[src/rtl/rsup_pkg.sv]
// Package: shared types and delay presets for the reset supervisor.
// Assumes a caller picks one preset and a cycles-per-unit scale.
package rsup_pkg;

    typedef enum logic {
        DLY_SHORT = 1'b0,
        DLY_LONG  = 1'b1
    } dly_sel_e;

    localparam int SHORT_UNITS = 25;
    localparam int LONG_UNITS  = 200;

    // Hold-off length in clock cycles for a preset and unit scale.
    function automatic int td_cycles(dly_sel_e sel, int unit);
        return ((sel == DLY_LONG) ? LONG_UNITS : SHORT_UNITS) * unit;
    endfunction

endpackage

[src/rtl/rsup_sync2.sv]
// Module: two-flop synchronizer for a vector of independent async bits.
// Assumes each bit is a level signal; no bus coherence is implied.
module rsup_sync2 #(
    parameter int               WIDTH   = 1,
    parameter logic [WIDTH-1:0] RST_VAL = '0
) (
    input  logic             clk,
    input  logic             rst_n,
    input  logic [WIDTH-1:0] async_i,
    output logic [WIDTH-1:0] sync_o
);
    logic [WIDTH-1:0] stage1;
    logic [WIDTH-1:0] stage2;

    // Shift the async inputs through two flops.
    always_ff @(posedge clk) begin
        if (!rst_n) begin
            stage1 <= RST_VAL;
            stage2 <= RST_VAL;
        end else begin
            stage1 <= async_i;
            stage2 <= stage1;
        end
    end

    assign sync_o = stage2;
endmodule

[src/rtl/rsup_watchdog.sv]
// Module: keep-alive timer. Either edge of the synchronized input clears
// the count; reaching TOUT_CYC cycles without an edge raises a one-cycle
// timeout. Assumes wdi_s is already synchronous and TOUT_CYC >= 2.
module rsup_watchdog #(
    parameter int TOUT_CYC = 40
) (
    input  logic clk,
    input  logic rst_n,
    input  logic wdi_s,
    input  logic hold_i,
    input  logic disable_i,
    output logic timeout_o
);
    localparam int CW = (TOUT_CYC > 2) ? $clog2(TOUT_CYC) : 1;
    localparam logic [CW-1:0] LAST = CW'(TOUT_CYC - 1);

    logic          wdi_d;
    logic [CW-1:0] cnt;
    logic          edge_seen;

    assign edge_seen = wdi_s ^ wdi_d;
    assign timeout_o = !hold_i && !disable_i && !edge_seen && (cnt == LAST);

    // Track the previous input level and advance or clear the timer.
    always_ff @(posedge clk) begin
        if (!rst_n) begin
            wdi_d <= 1'b0;
            cnt   <= '0;
        end else begin
            wdi_d <= wdi_s;
            if (hold_i || disable_i || edge_seen || timeout_o) begin
                cnt <= '0;
            end else begin
                cnt <= cnt + 1'b1;
            end
        end
    end
endmodule

[src/rtl/rsup_delay.sv]
// Module: reset register with hold-off counter. A hold request forces
// reset and clears the count. Once the request clears, reset stays
// asserted for TD_CYC cycles. A timeout in the released state starts an
// identical TD_CYC pulse. Assumes TD_CYC >= 2.
module rsup_delay #(
    parameter int TD_CYC = 200
) (
    input  logic clk,
    input  logic rst_n,
    input  logic hold_req,
    input  logic fire_i,
    output logic rst_q
);
    localparam int CW = $clog2(TD_CYC);
    localparam logic [CW-1:0] LAST = CW'(TD_CYC - 1);

    logic [CW-1:0] cnt;

    // Hold, count down the hold-off, or arm a timeout pulse.
    always_ff @(posedge clk) begin
        if (!rst_n) begin
            rst_q <= 1'b1;
            cnt   <= '0;
        end else if (hold_req) begin
            rst_q <= 1'b1;
            cnt   <= '0;
        end else if (rst_q) begin
            if (cnt == LAST) begin
                rst_q <= 1'b0;
                cnt   <= '0;
            end else begin
                cnt <= cnt + 1'b1;
            end
        end else if (fire_i) begin
            rst_q <= 1'b1;
            cnt   <= '0;
        end
    end
endmodule

[src/rtl/rst_supervisor.sv]
// Module: reset supervisor top. Combines the supply flag, the synchronized
// manual request and the watchdog timeout into one registered reset, and
// drives it in three polarities. Assumes supply_ok and wd_dis are
// synchronous to clk; mr_n and wdi may be asynchronous.
module rst_supervisor #(
    parameter rsup_pkg::dly_sel_e DELAY_SEL  = rsup_pkg::DLY_LONG,
    parameter int                 DELAY_UNIT = 1,
    parameter int                 TOUT_CYC   = 40
) (
    input  logic clk,
    input  logic rst_n,
    input  logic supply_ok,
    input  logic mr_n,
    input  logic wdi,
    input  logic wd_dis,
    output logic rst_n_o,
    output logic rst_o,
    output logic od_pull
);
    localparam int TD_CYC = rsup_pkg::td_cycles(DELAY_SEL, DELAY_UNIT);

    logic [1:0] async_in;
    logic [1:0] sync_out;
    logic       mr_s;
    logic       wdi_s;
    logic       rst_q;
    logic       wd_fire;
    logic       hold_req;

    assign async_in = {wdi, mr_n};

    rsup_sync2 #(
        .WIDTH   (2),
        .RST_VAL (2'b01)
    ) u_sync (
        .clk     (clk),
        .rst_n   (rst_n),
        .async_i (async_in),
        .sync_o  (sync_out)
    );

    assign mr_s     = sync_out[0];
    assign wdi_s    = sync_out[1];
    assign hold_req = !supply_ok || !mr_s;

    rsup_watchdog #(
        .TOUT_CYC (TOUT_CYC)
    ) u_wd (
        .clk       (clk),
        .rst_n     (rst_n),
        .wdi_s     (wdi_s),
        .hold_i    (rst_q),
        .disable_i (wd_dis),
        .timeout_o (wd_fire)
    );

    rsup_delay #(
        .TD_CYC (TD_CYC)
    ) u_dly (
        .clk      (clk),
        .rst_n    (rst_n),
        .hold_req (hold_req),
        .fire_i   (wd_fire),
        .rst_q    (rst_q)
    );

    assign rst_o   = rst_q;
    assign rst_n_o = ~rst_q;
    assign od_pull = rst_q;
endmodule

[config.mk]
export PLATFORM = sky130hd
export DESIGN_NAME = rst_supervisor
export DESIGN_NICKNAME = d
export VERILOG_FILES = /design/src/rtl/rsup_pkg.sv /design/src/rtl/rsup_sync2.sv /design/src/rtl/rsup_watchdog.sv /design/src/rtl/rsup_delay.sv /design/src/rtl/rst_supervisor.sv
export SDC_FILE = /design/constraint.sdc
export NUM_CORES = 1
export LEC_CHECK = 0
export BUFFER_PORTS_ARGS = -buffer_cell sky130_fd_sc_hd__buf_2
export CAP_MARGIN = 10
export CORE_MARGIN = 1.5
export CORE_UTILIZATION = 55
export DETAILED_ROUTE_END_ITERATION = 7
export PLACE_DENSITY = 0.75
export SLEW_MARGIN = 20
export SYNTH_ARGS = -nofsm -noshare
export SYNTH_HDL_FRONTEND = slang
export SYNTH_SLANG_ARGS = --single-unit
[constraint.sdc]
create_clock -name clk -period 1.8 [get_ports clk]
set_input_delay 0.27 -clock clk [delete_from_list [all_inputs] [get_ports clk]]
set_output_delay 0.27 -clock clk [all_outputs]
set_load 0.005 [all_outputs]
==> impl_results.md, run 1 <==
- Post-CTS setup buffer count: 0
- Top cells by area, synth: dfxtp_1 (45%), nand3_1 (6.2%), nor2_1 (5.9%), ha_1 (4.2%), xnor2_1 (3.9%)
- Post-synth EDFFs: 0
- Hold Crit Class: in -> reg
- Area growth, synth to finish: 11.2%
- Syn_nets: 102
- Slew Viols, Final: 0
- Initial antenna violation count: 0
- Async SR Flop Fraction: 0%
- Initial DRC count: 8
- Min cycle time layout: 1.66 ns
- Post-synthesis instance area: 892 um2
- Flop pwr share: 53.5%
- Synth area leader: dfxtp_1
- First-pass GRT wire length: 2.73 mm
- Layout Skew: 0.00166 ns
- TritonCTS clock tree: done
- Slew headroom: 71.5%
- GPL Wtd Cong: 0.812
- Post-Syn Instances: 93
- CTS buffer count: 3
- Proportion of layout cells with a drive suffix above 1: 19.4%
- Critical path's largest stage delay: 0.44 ns
- Synth warn: 0
- Max-cap violations: 0
- Largest net degree at the start of global routing: 13
- Post-route ant nets: 0
- Fillers: 127
- Nature of the critical path startpoint: flop
- DR WL/cell: 12.7 um
- Sequential share of the synthesized area: 44.9%
- VDD IR max: 0.599 mV
- Syn avg cell area: 9.59 um2
- Setup ws final: 0.141 ns
- Final setup vio count: 0
- Period utilization: 92.1%
- Drt first pass iters: 4
- Total power: 849 uW
- Die X-Extent: 43.3 um
- Logic pwr share: 2.8%
- CP Data Required Time: 2.01 ns
- CP arrival: 1.87 ns
- WP buf/inv: 0
- Clk root buf: clkbuf_4
- DRT Wirelength: 1.52 mm
- H-tree Lvls: 1
- GR Overflow Total: 0
- CP top delay family: compound AO/OA/AOI/OAI gates
- DR vias: 681
- Leak: 0.434 nW
- Antenna cell count: 0
- DRC: 0
- Synth cell count leaders: dfxtp_1 (20), nor2_1 (14), nand3_1 (11)
- CP cell instances: ha_1 -> nand2_2 -> o41ai_4 -> nor2_2 -> mux2_2
- Reg clk slew, reported paths: 0.11 ns
- Core ar.: 1510 um2
- Initial core utilization: 59.2%
- Die Span Y: 43.3 um
- Die area: 1870 um2
- Final Hold Vio Count: 0
- Max clock buf depth: 2
- Drt via density: 5.72
- Critical Path Sink Type: flop
- Setup TNS: 0 ns
- CTS-repair resized insts: 0
- Hpwl dp: 1.12 mm
- Area share of the largest cell type after synthesis: 44.9%
- Critical path's slowest cell: o41ai_4
- Pre-CTS setup slack: 0.177 ns
- Fmax: 603 MHz
- Clock power frac: 43.7%
- Number of clock sinks: 20
- Actual slew at the worst max-slew pin: 0.426 ns
- Switching share of power: 19.1%
- Post-synthesis register bit count: 20
- Switching Power: 162 uW
- Nets: 113
- Top-count cell post-synth: dfxtp_1
- I/O pin count: 9
- Status: completed
- Crit-path max FO: 6
- CP Class: reg -> reg
- Row Count: 14
- Vias in the first global route: 667
- Pwr Density: 856 nW/um2
- I/O Buffers: 8
- # hold bufs at CTS: 0
- Pint: 686 uW
- GRT Overall Usage: 20.0%
- Commonest register cell after synthesis: dfxtp_1
- Post-synth cell types: 32
- RSZ-0062 raised after global routing: no
- Worst skew pair latency: 0.31 ns
==> path summary, 6_finish.rpt <==
path              slack (ns)                           to  depth (start not counted)                         from
setup / recovery        0.14    u_dly.cnt[0]$_SDFFE_PP0P_                          5    u_dly.cnt[0]$_SDFFE_PP0P_
hold / removal          0.14  u_sync.stage1[0]$_SDFF_PN1_                          2                         mr_n
setup reg to reg        0.14    u_dly.cnt[0]$_SDFFE_PP0P_                          5    u_dly.cnt[0]$_SDFFE_PP0P_
hold reg to reg         0.43  u_sync.sync_o[0]$_SDFF_PN1_                          1  u_sync.stage1[0]$_SDFF_PN1_
==> routing by layer <==
metal / up-vias / track usage, % / part of all wire, % / routed length [um]
met1: 323 / 22.6 / 45 / 682
met5: - / 0 / 0 / 0
li1: 347 / - / - / -
met4: 0 / 12.7 / 2.0 / 30
met3: 4 / 8.51 / 3.0 / 45
met2: 7 / 30.4 / 50 / 757
==> cells in the final DEF, fill, tap and decap left out, types with 2 or more instances in the layout <==
cell and instances:
nand3_1 11, buf_2 8, ha_1 3, nor3_1 2
nor2_1 14, inv_1 2, xor2_1 3, and2_1 4
nand2_1 4, a22o_1 3, dfxtp_1 20, and3_1 2
xnor2_1 4, clkbuf_4 3, nand2b_1 2
==> flip-flops by register name (all words and copies together) (netlist names) <==
name and count:
u_dly.cnt 8, u_dly.rst_q 1, u_sync.stage1 2, u_sync.sync_o 2, u_wd.cnt 6, u_wd.wdi_d 1
==> cell families (layout without fill, tap and decap cells) <==
logic type	count (synthesis)	count (layout)	synth area share (%)
adders and majority gates	3	3	4.21
buffers and inverters	4	14	2.24
DFF	20	20	44.9
and+or+nand+nor	49	49	29.7
xor gates and xnor gates	7	7	6.87
muxes	1	1	1.26
AOI/OAI and AO/OA	9	9	10.8
==> worst reg2reg max path, stage by stage (launching register included) <==
cell and delay (ns):
dfxtp_1 0.43, ha_1 0.23, nand2_2 0.08, o41ai_4 0.44, nor2_2 0.11, mux2_2 0.28
==> area by class of cell <==
| type | count | area [um2] | share of cell area [%] |
|---|---|---|---|
| clock buffers | 3 | 22.5 | 2.27 |
| clock inverters | 1 | 30.0 | 3.03 |
| inverters | 2 | 7.51 | 0.757 |
| multi-input cells | 69 | 472 | 47.5 |
| flip-flops and latches | 20 | 400 | 40.4 |
| well taps | 16 | 20.0 | 2.02 |
| repair buffers | 8 | 40.0 | 4.04 |
==> stage by stage <==
stage          util (%)  hold slack (ns)  instance area [um2]  instances
2_1_floorplan         -            0.343                  892         93
3_3_place_gp       62.4            0.388                  940        115
3_5_place_dp       62.4            0.407                  940        115
4_1_cts            65.9            0.140                  992        119
5_1_grt            65.9            0.140                  992        119
6_report           65.9            0.143                  992        119
==> power groups by stage <==
stage / Clock [mW] / Sequential, mW / Combinational (mW)
final: 0.371 / 0.454 / 0.0238
after global routing: 0.397 / 0.455 / 0.0271
after CTS: 0.379 / 0.454 / 0.0242
after detailed placement: 0 / 0.464 / 0.0241
after global placement: 0 / 0.463 / 0.0230
after floorplan: 0 / 0.463 / 0.0152
(Power assumes the default switching activity.)
==> run 2: changes to the inputs <==
--- a/config.mk
+++ b/config.mk
@@ -7,10 +7,14 @@
 export LEC_CHECK = 0
 export BUFFER_PORTS_ARGS = -buffer_cell sky130_fd_sc_hd__buf_2
 export CAP_MARGIN = 10
+export CELL_PAD_IN_SITES_DETAIL_PLACEMENT = 2
+export CELL_PAD_IN_SITES_GLOBAL_PLACEMENT = 2
+export CORE_ASPECT_RATIO = 1.5
 export CORE_MARGIN = 1.5
-export CORE_UTILIZATION = 55
+export CORE_UTILIZATION = 37
+export CTS_BUF_LIST = sky130_fd_sc_hd__clkbuf_4 sky130_fd_sc_hd__clkbuf_8
 export DETAILED_ROUTE_END_ITERATION = 7
-export PLACE_DENSITY = 0.75
+export PLACE_DENSITY_LB_ADDON = 0.1
 export SLEW_MARGIN = 20
 export SYNTH_ARGS = -nofsm -noshare
 export SYNTH_HDL_FRONTEND = slang
==> impl_results.md, run 2 (same netlist as run 1, synthesis figures left out) <==
- Status: completed
- Largest net degree at the start of global routing: 13
- Placed Cells: 122
- Commonest non-fill, non-tap cell in the layout: dfxtp_1
- WL met1: 810 um
- Hold Path Cell Cnt: 2
- VDD IR max: 0.454 mV
- CP arrival: 1.88 ns
- Reg2Reg Setup Slack: 0.11 ns
- GRT Overall Usage: 17.1%
- Reg clk slew, reported paths: 0.13 ns
- Hold Crit Class: in -> reg
- Pre-CTS setup slack: 0.119 ns
- Nature of the critical path startpoint: flop
- Hold Path Origin: mr_n
- Final Util: 44.3%
- FF-to-FF path depth: 5
- Vias in the first global route: 788
- Post-route ant nets: 0
- Min cycle time layout: 1.69 ns
- Die Span Y: 63.1 um
- Wire length on met2: 1.10 mm
- DR vias: 688
- DR WL/cell: 15.6 um
- Max clock buf depth: 2
- Period utilization: 93.9%
- CTS buffer count: 3
- Final setup vio count: 0
- Slew headroom: 68.8%
- Crit-path max FO: 6
- Hold slack final: 0.127 ns
- Max Used Layer: met4
- Area growth, synth to finish: 12.2%
- Post-CTS setup buffer count: 0
- Largest Register: u_dly.cnt
- GPL Wtd Cong: 0.754
- Proportion of layout cells with a drive suffix above 1: 19.4%
- Actual slew at the worst max-slew pin: 0.466 ns
- Total power: 850 uW
- Layout Skew: 0.0145 ns
- Placed Area: 948 um2
- Clk root buf: clkbuf_4
- Nets: 113
- Number of clock sinks: 20
- Initial antenna violation count: 0
- Max reg flops: 8
- DRC: 0
- Max-cap violations: 0
- Fmax: 592 MHz
- Slew Viols, Final: 0
- Die X-Extent: 43.1 um
- WL met3: 32 um
- Design Area, Final: 1000 um2
- Leak: 0.434 nW
- Initial core utilization: 39.5%
- Commonest non-fill, non-tap cells in the layout: dfxtp_1 (20), nor2_1 (14), nand3_1 (11)
- Initial DRC count: 6
- FF-to-FF End: u_dly.cnt[0]$_SDFFE_PP0P_
- H-tree Lvls: 1
- WHS Endpoint: u_sync.stage1[0]$_SDFF_PN1_
- Antenna cell count: 0
- Largest regs: u_dly.cnt x8, u_wd.cnt x6
- DRT Wirelength: 1.97 mm
- Drt via density: 5.46
- First-pass GRT wire length: 3.55 mm
- Core ar.: 2260 um2
- Hpwl dp: 1.52 mm
- TritonCTS clock tree: done
- Final non-filler cell total: 126
- CTS-repair resized insts: 0
- Worst reg2reg path startpoint: u_dly.cnt[0]$_SDFFE_PP0P_
- # hold bufs at CTS: 0
- Row Count: 21
- Pwr Density: 849 nW/um2
- Critical Path Sink Type: flop
- Drt first pass iters: 2
- Final Hold Vio Count: 0
- CP Class: reg -> reg
- Die area: 2720 um2
- CP Data Required Time: 1.99 ns
- RSZ-0062 raised after global routing: no
- Setup TNS: 0 ns
- GR Overflow Total: 0
- Worst skew pair latency: 0.31 ns
- Setup ws final: 0.110 ns
- I/O pin count: 9
- I/O Buffers: 8
==> run 2: worst max-delay path, cell delays in order, from the launching register on <==
cell and delay (ns):
dfxtp_1 0.44, ha_1 0.24, nand2_2 0.08, o41ai_4 0.40
nor2_2 0.13, mux2_2 0.30
==> run 2: power by group <==
group / switching (mW) / total [mW] / internal (mW)
registers: 0.00503 / 0.454 / 0.449
clock network: 0.145 / 0.370 / 0.225
logic: 0.0132 / 0.0250 / 0.0118
==> run 2: final cells by class <==
cell class	instances	area (um2)
tap	23	28.8
fill	268	1260
clock inverter	1	30.0
timing repair buffer	8	40.0
clock buffer	3	22.5
multi-input combinational	69	472
inverter	2	7.51
sequential	20	400
==> run 2: metal layers <==
metal / vias up / global-route usage (%)
li1: 345 / -
met1: 333 / 18.3
met2: 6 / 31.3
met3: 4 / 2.58
met4: 0 / 7.95
met5: - / 0
==> run 2: worst max-delay path by stage <==
stage	slack, ns	startpoint	end	cells past startpoint
finish	0.11	u_dly.cnt[0]$_SDFFE_PP0P_	u_dly.cnt[0]$_SDFFE_PP0P_	5
floorplan	0.30	u_dly.cnt[0]$_SDFFE_PP0P_	u_dly.cnt[4]$_SDFFE_PP0P_	5
detailed placement	0.12	u_dly.cnt[0]$_SDFFE_PP0P_	u_dly.cnt[0]$_SDFFE_PP0P_	5
global placement	0.19	u_wd.cnt[0]$_SDFF_PP0_	u_dly.cnt[4]$_SDFFE_PP0P_	5
global route	0.02	u_dly.cnt[0]$_SDFFE_PP0P_	u_dly.cnt[0]$_SDFFE_PP0P_	5
CTS	0.02	u_dly.cnt[0]$_SDFFE_PP0P_	u_dly.cnt[0]$_SDFFE_PP0P_	5
==> run 3: changes to the inputs <==
--- a/config.mk
+++ b/config.mk
@@ -11,11 +11,12 @@
 export CELL_PAD_IN_SITES_GLOBAL_PLACEMENT = 2
 export CORE_ASPECT_RATIO = 1.5
 export CORE_MARGIN = 1.5
-export CORE_UTILIZATION = 37
+export CORE_UTILIZATION = 38
 export CTS_BUF_LIST = sky130_fd_sc_hd__clkbuf_4 sky130_fd_sc_hd__clkbuf_8
 export DETAILED_ROUTE_END_ITERATION = 7
 export PLACE_DENSITY_LB_ADDON = 0.1
 export SLEW_MARGIN = 20
 export SYNTH_ARGS = -nofsm -noshare
 export SYNTH_HDL_FRONTEND = slang
+export SYNTH_HIERARCHICAL = 1
 export SYNTH_SLANG_ARGS = --single-unit
==> impl_results.md, run 3 <==
- Commonest register cell after synthesis: dfxtp_1
- Die X-Extent: 43.7 um
- Post-synthesis mux area share: 1.06%
- Syn avg cell area: 9.83 um2
- Max reg flops: 8
- Async SR Flop Fraction: 0%
- VDD IR max: 0.376 mV
- Min cycle time layout: 1.72 ns
- Number of clock sinks: 20
- Total power: 687 uW
- Initial antenna violation count: 0
- TritonCTS clock tree: done
- Post-synth cell types: 40
- CP cell instances: ha_4 -> nand4b_1 -> nor2_4 -> nor4b_4 -> nor2_4 -> nor4_4 -> xnor2_1 -> a2111oi_2
- Storage cell area: 408 um2
- Row Count: 21
- Reg2Reg Setup Slack: 0.08 ns
- Post-route ant nets: 0
- Final Hold Vio Count: 0
- Proportion of layout cells with a drive suffix above 1: 31.8%
- CP Class: reg -> reg
- RSZ-0062 raised after global routing: yes
- Leak: 0.394 nW
- Max-cap violations: 0
- Post-synthesis register bit count: 20
- Hold Crit Class: in -> reg
- I/O Buffers: 8
- CP arrival: 1.92 ns
- Placed Cells: 127
- Largest net degree at the start of global routing: 12
- Drt via density: 5.66
- Critical path's largest stage delay: 0.39 ns
- Core ar.: 2290 um2
- FF-to-FF path depth: 8
- Period utilization: 95.6%
- Die area: 2800 um2
- WL met3: 27 um
- Hold slack final: 0.146 ns
- WP buf/inv: 0
- Post-Syn Instances: 96
- Slew headroom: 70.8%
- Commonest non-fill, non-tap cells in the layout: dfxtp_1 (16), nand2_1 (8), buf_2 (8)
- DR WL/cell: 16.9 um
- Critical path's slowest cell: dfxtp_4
- Pwr Density: 626 nW/um2
- # hold bufs at CTS: 0
- Synth cell count leaders: dfxtp_1 (20), nand2_1 (8), nor2_1 (6)
- Antenna cell count: 0
- Vias in the first global route: 818
- Synth area leader: dfxtp_1
- Actual slew at the worst max-slew pin: 0.437 ns
- GRT Overall Usage: 18.1%
- Initial DRC count: 5
- Top-count cell post-synth: dfxtp_1
- Layout Skew: 0.00209 ns
- Top cells by area, synth: dfxtp_1 (42%), ha_1 (4.0%), nand2_1 (3.2%), nand3b_1 (3.2%), xor2_1 (2.8%)
- Post-synth EDFFs: 0
- Nets: 118
- Multi-input gate area: 562 um2
- CP top delay family: simple AND/OR/NAND/NOR gates
- Critical Path Sink Type: flop
- Fmax: 581 MHz
- Drt first pass iters: 4
- Worst reg2reg path startpoint: u_wd/cnt[0]$_SDFF_PP0_
- DRT Wirelength: 2.20 mm
- Hold Path Cell Cnt: 2
- Final setup vio count: 0
- Largest family of logic cells by synthesized area: simple AND/OR/NAND/NOR gates
- WL met1: 910 um
- CTS buffer count: 3
- Area growth, synth to finish: 16.4%
- Sequential share of the synthesized area: 42.4%
- Nature of the critical path startpoint: flop
- Design Area, Final: 1100 um2
- Syn_nets: 105
- Simple-gate share of the synthesized area: 31.8%
- Slew Viols, Final: 0
- Fillers: 264
- Clk root buf: clkbuf_4
- FF-to-FF End: u_dly/cnt[7]$_SDFFE_PP0P_
- Largest regs: u_dly/cnt x8, u_wd/cnt x6
- GPL Wtd Cong: 0.728
- Adder-Cell Fraction of Synth Area: 3.98%
- Synth warn: 6
- Max Used Layer: met4
- Wire length on met2: 1.23 mm
- Post-synthesis instance area: 943 um2
- Final non-filler cell total: 130
- Xor/xnor share of the synthesized area: 4.64%
- CP Data Required Time: 2.00 ns
- GR Overflow Total: 0
- Status: completed
- Reg clk slew, reported paths: 0.11 ns
- Largest Register: u_dly/cnt
- Commonest non-fill, non-tap cell in the layout: dfxtp_1
- Initial core utilization: 41.3%
- Complex-gate fraction of the synthesized area: 13.0%
- Max clock buf depth: 2
- DR vias: 736
- Worst skew pair latency: 0.30 ns
- Hold Path Origin: mr_n
- Die Span Y: 64.0 um
- First-pass GRT wire length: 3.87 mm
- Most used cell, CP: nor2_4
- WHS Endpoint: u_sync/stage1[0]$_SDFF_PN1_
- Area share of the largest cell type after synthesis: 42.4%
- DRC: 0
- I/O pin count: 9
- Placed Area: 1060 um2
- Crit-path max FO: 3
- Worst path depth: 8
- H-tree Lvls: 1
- Hpwl dp: 1.68 mm
run 3: logic make-up (layout without fill, tap and decap cells):
| logic type | count (synthesis) | after routing |
|---|---|---|
| and+or+nand+nor | 45 | 45 |
| xor gates and xnor gates | 5 | 5 |
| adders and majority gates | 3 | 3 |
| AOI/OAI and AO/OA | 16 | 16 |
| DFF | 20 | 20 |
| buffers and inverters | 6 | 17 |
| muxes | 1 | 1 |
run 3: worst reg2reg max path, stage by stage (launching register included):
cell and delay [ns]:
dfxtp_4 0.39, ha_4 0.14, nand4b_1 0.15, nor2_4 0.13, nor4b_4 0.28, nor2_4 0.08, nor4_4 0.15, xnor2_1 0.10
a2111oi_2 0.22
run 3: how the worst max path moves through the flow:
stage                                           end  slack (ns)                 startpoint
after global placement    u_dly/cnt[4]$_SDFFE_PP0P_        0.14  u_dly/cnt[0]$_SDFFE_PP0P_
after detailed placement  u_dly/cnt[7]$_SDFFE_PP0P_        0.05     u_wd/cnt[0]$_SDFF_PP0_
after CTS                 u_dly/cnt[7]$_SDFFE_PP0P_       0.001     u_wd/cnt[0]$_SDFF_PP0_
after global routing      u_dly/cnt[7]$_SDFFE_PP0P_       -0.04     u_wd/cnt[0]$_SDFF_PP0_
after floorplan           u_dly/cnt[7]$_SDFFE_PP0P_       0.005     u_wd/cnt[0]$_SDFF_PP0_
final                     u_dly/cnt[7]$_SDFFE_PP0P_        0.08     u_wd/cnt[0]$_SDFF_PP0_
run 3: what timing repair did:
item                       4_1_cts  5_1_grt
setup buffers                    0        0
gates resized for setup          0        4
setup endpoints to repair        0        5
run 3: area by class of cell:
cell class / instances / share of cell area (%)
clock buffers: 3 / 2.05
inverters: 2 / 0.683
multi-input cells: 70 / 51.1
flip-flops and latches: 20 / 37.1
well taps: 23 / 2.62
repair buffers: 12 / 6.38
run 3: per-stage QoR:
stage	utilization [%]	TNS, ns	worst slack, ns
6_report	48.1	0	0.0789
5_1_grt	48.1	-0.0432	-0.0432
4_1_cts	47.5	0	0.00140
3_5_place_dp	46.5	0	0.0528
3_3_place_gp	46.5	0	0.138
2_1_floorplan	-	0	0.00540
run 3: per-layer routing:
layer  track usage, %  up-vias
met5                0        -
met4             5.68        0
met3             2.54        4
li1                 -      364
met1             20.4      362
met2             33.5        6
run 3: power breakdown:
group	total, mW	switching (mW)	internal [mW]
registers	0.453	0.00489	0.448
logic	0.0250	0.0133	0.0117
clock network	0.209	0.131	0.0780
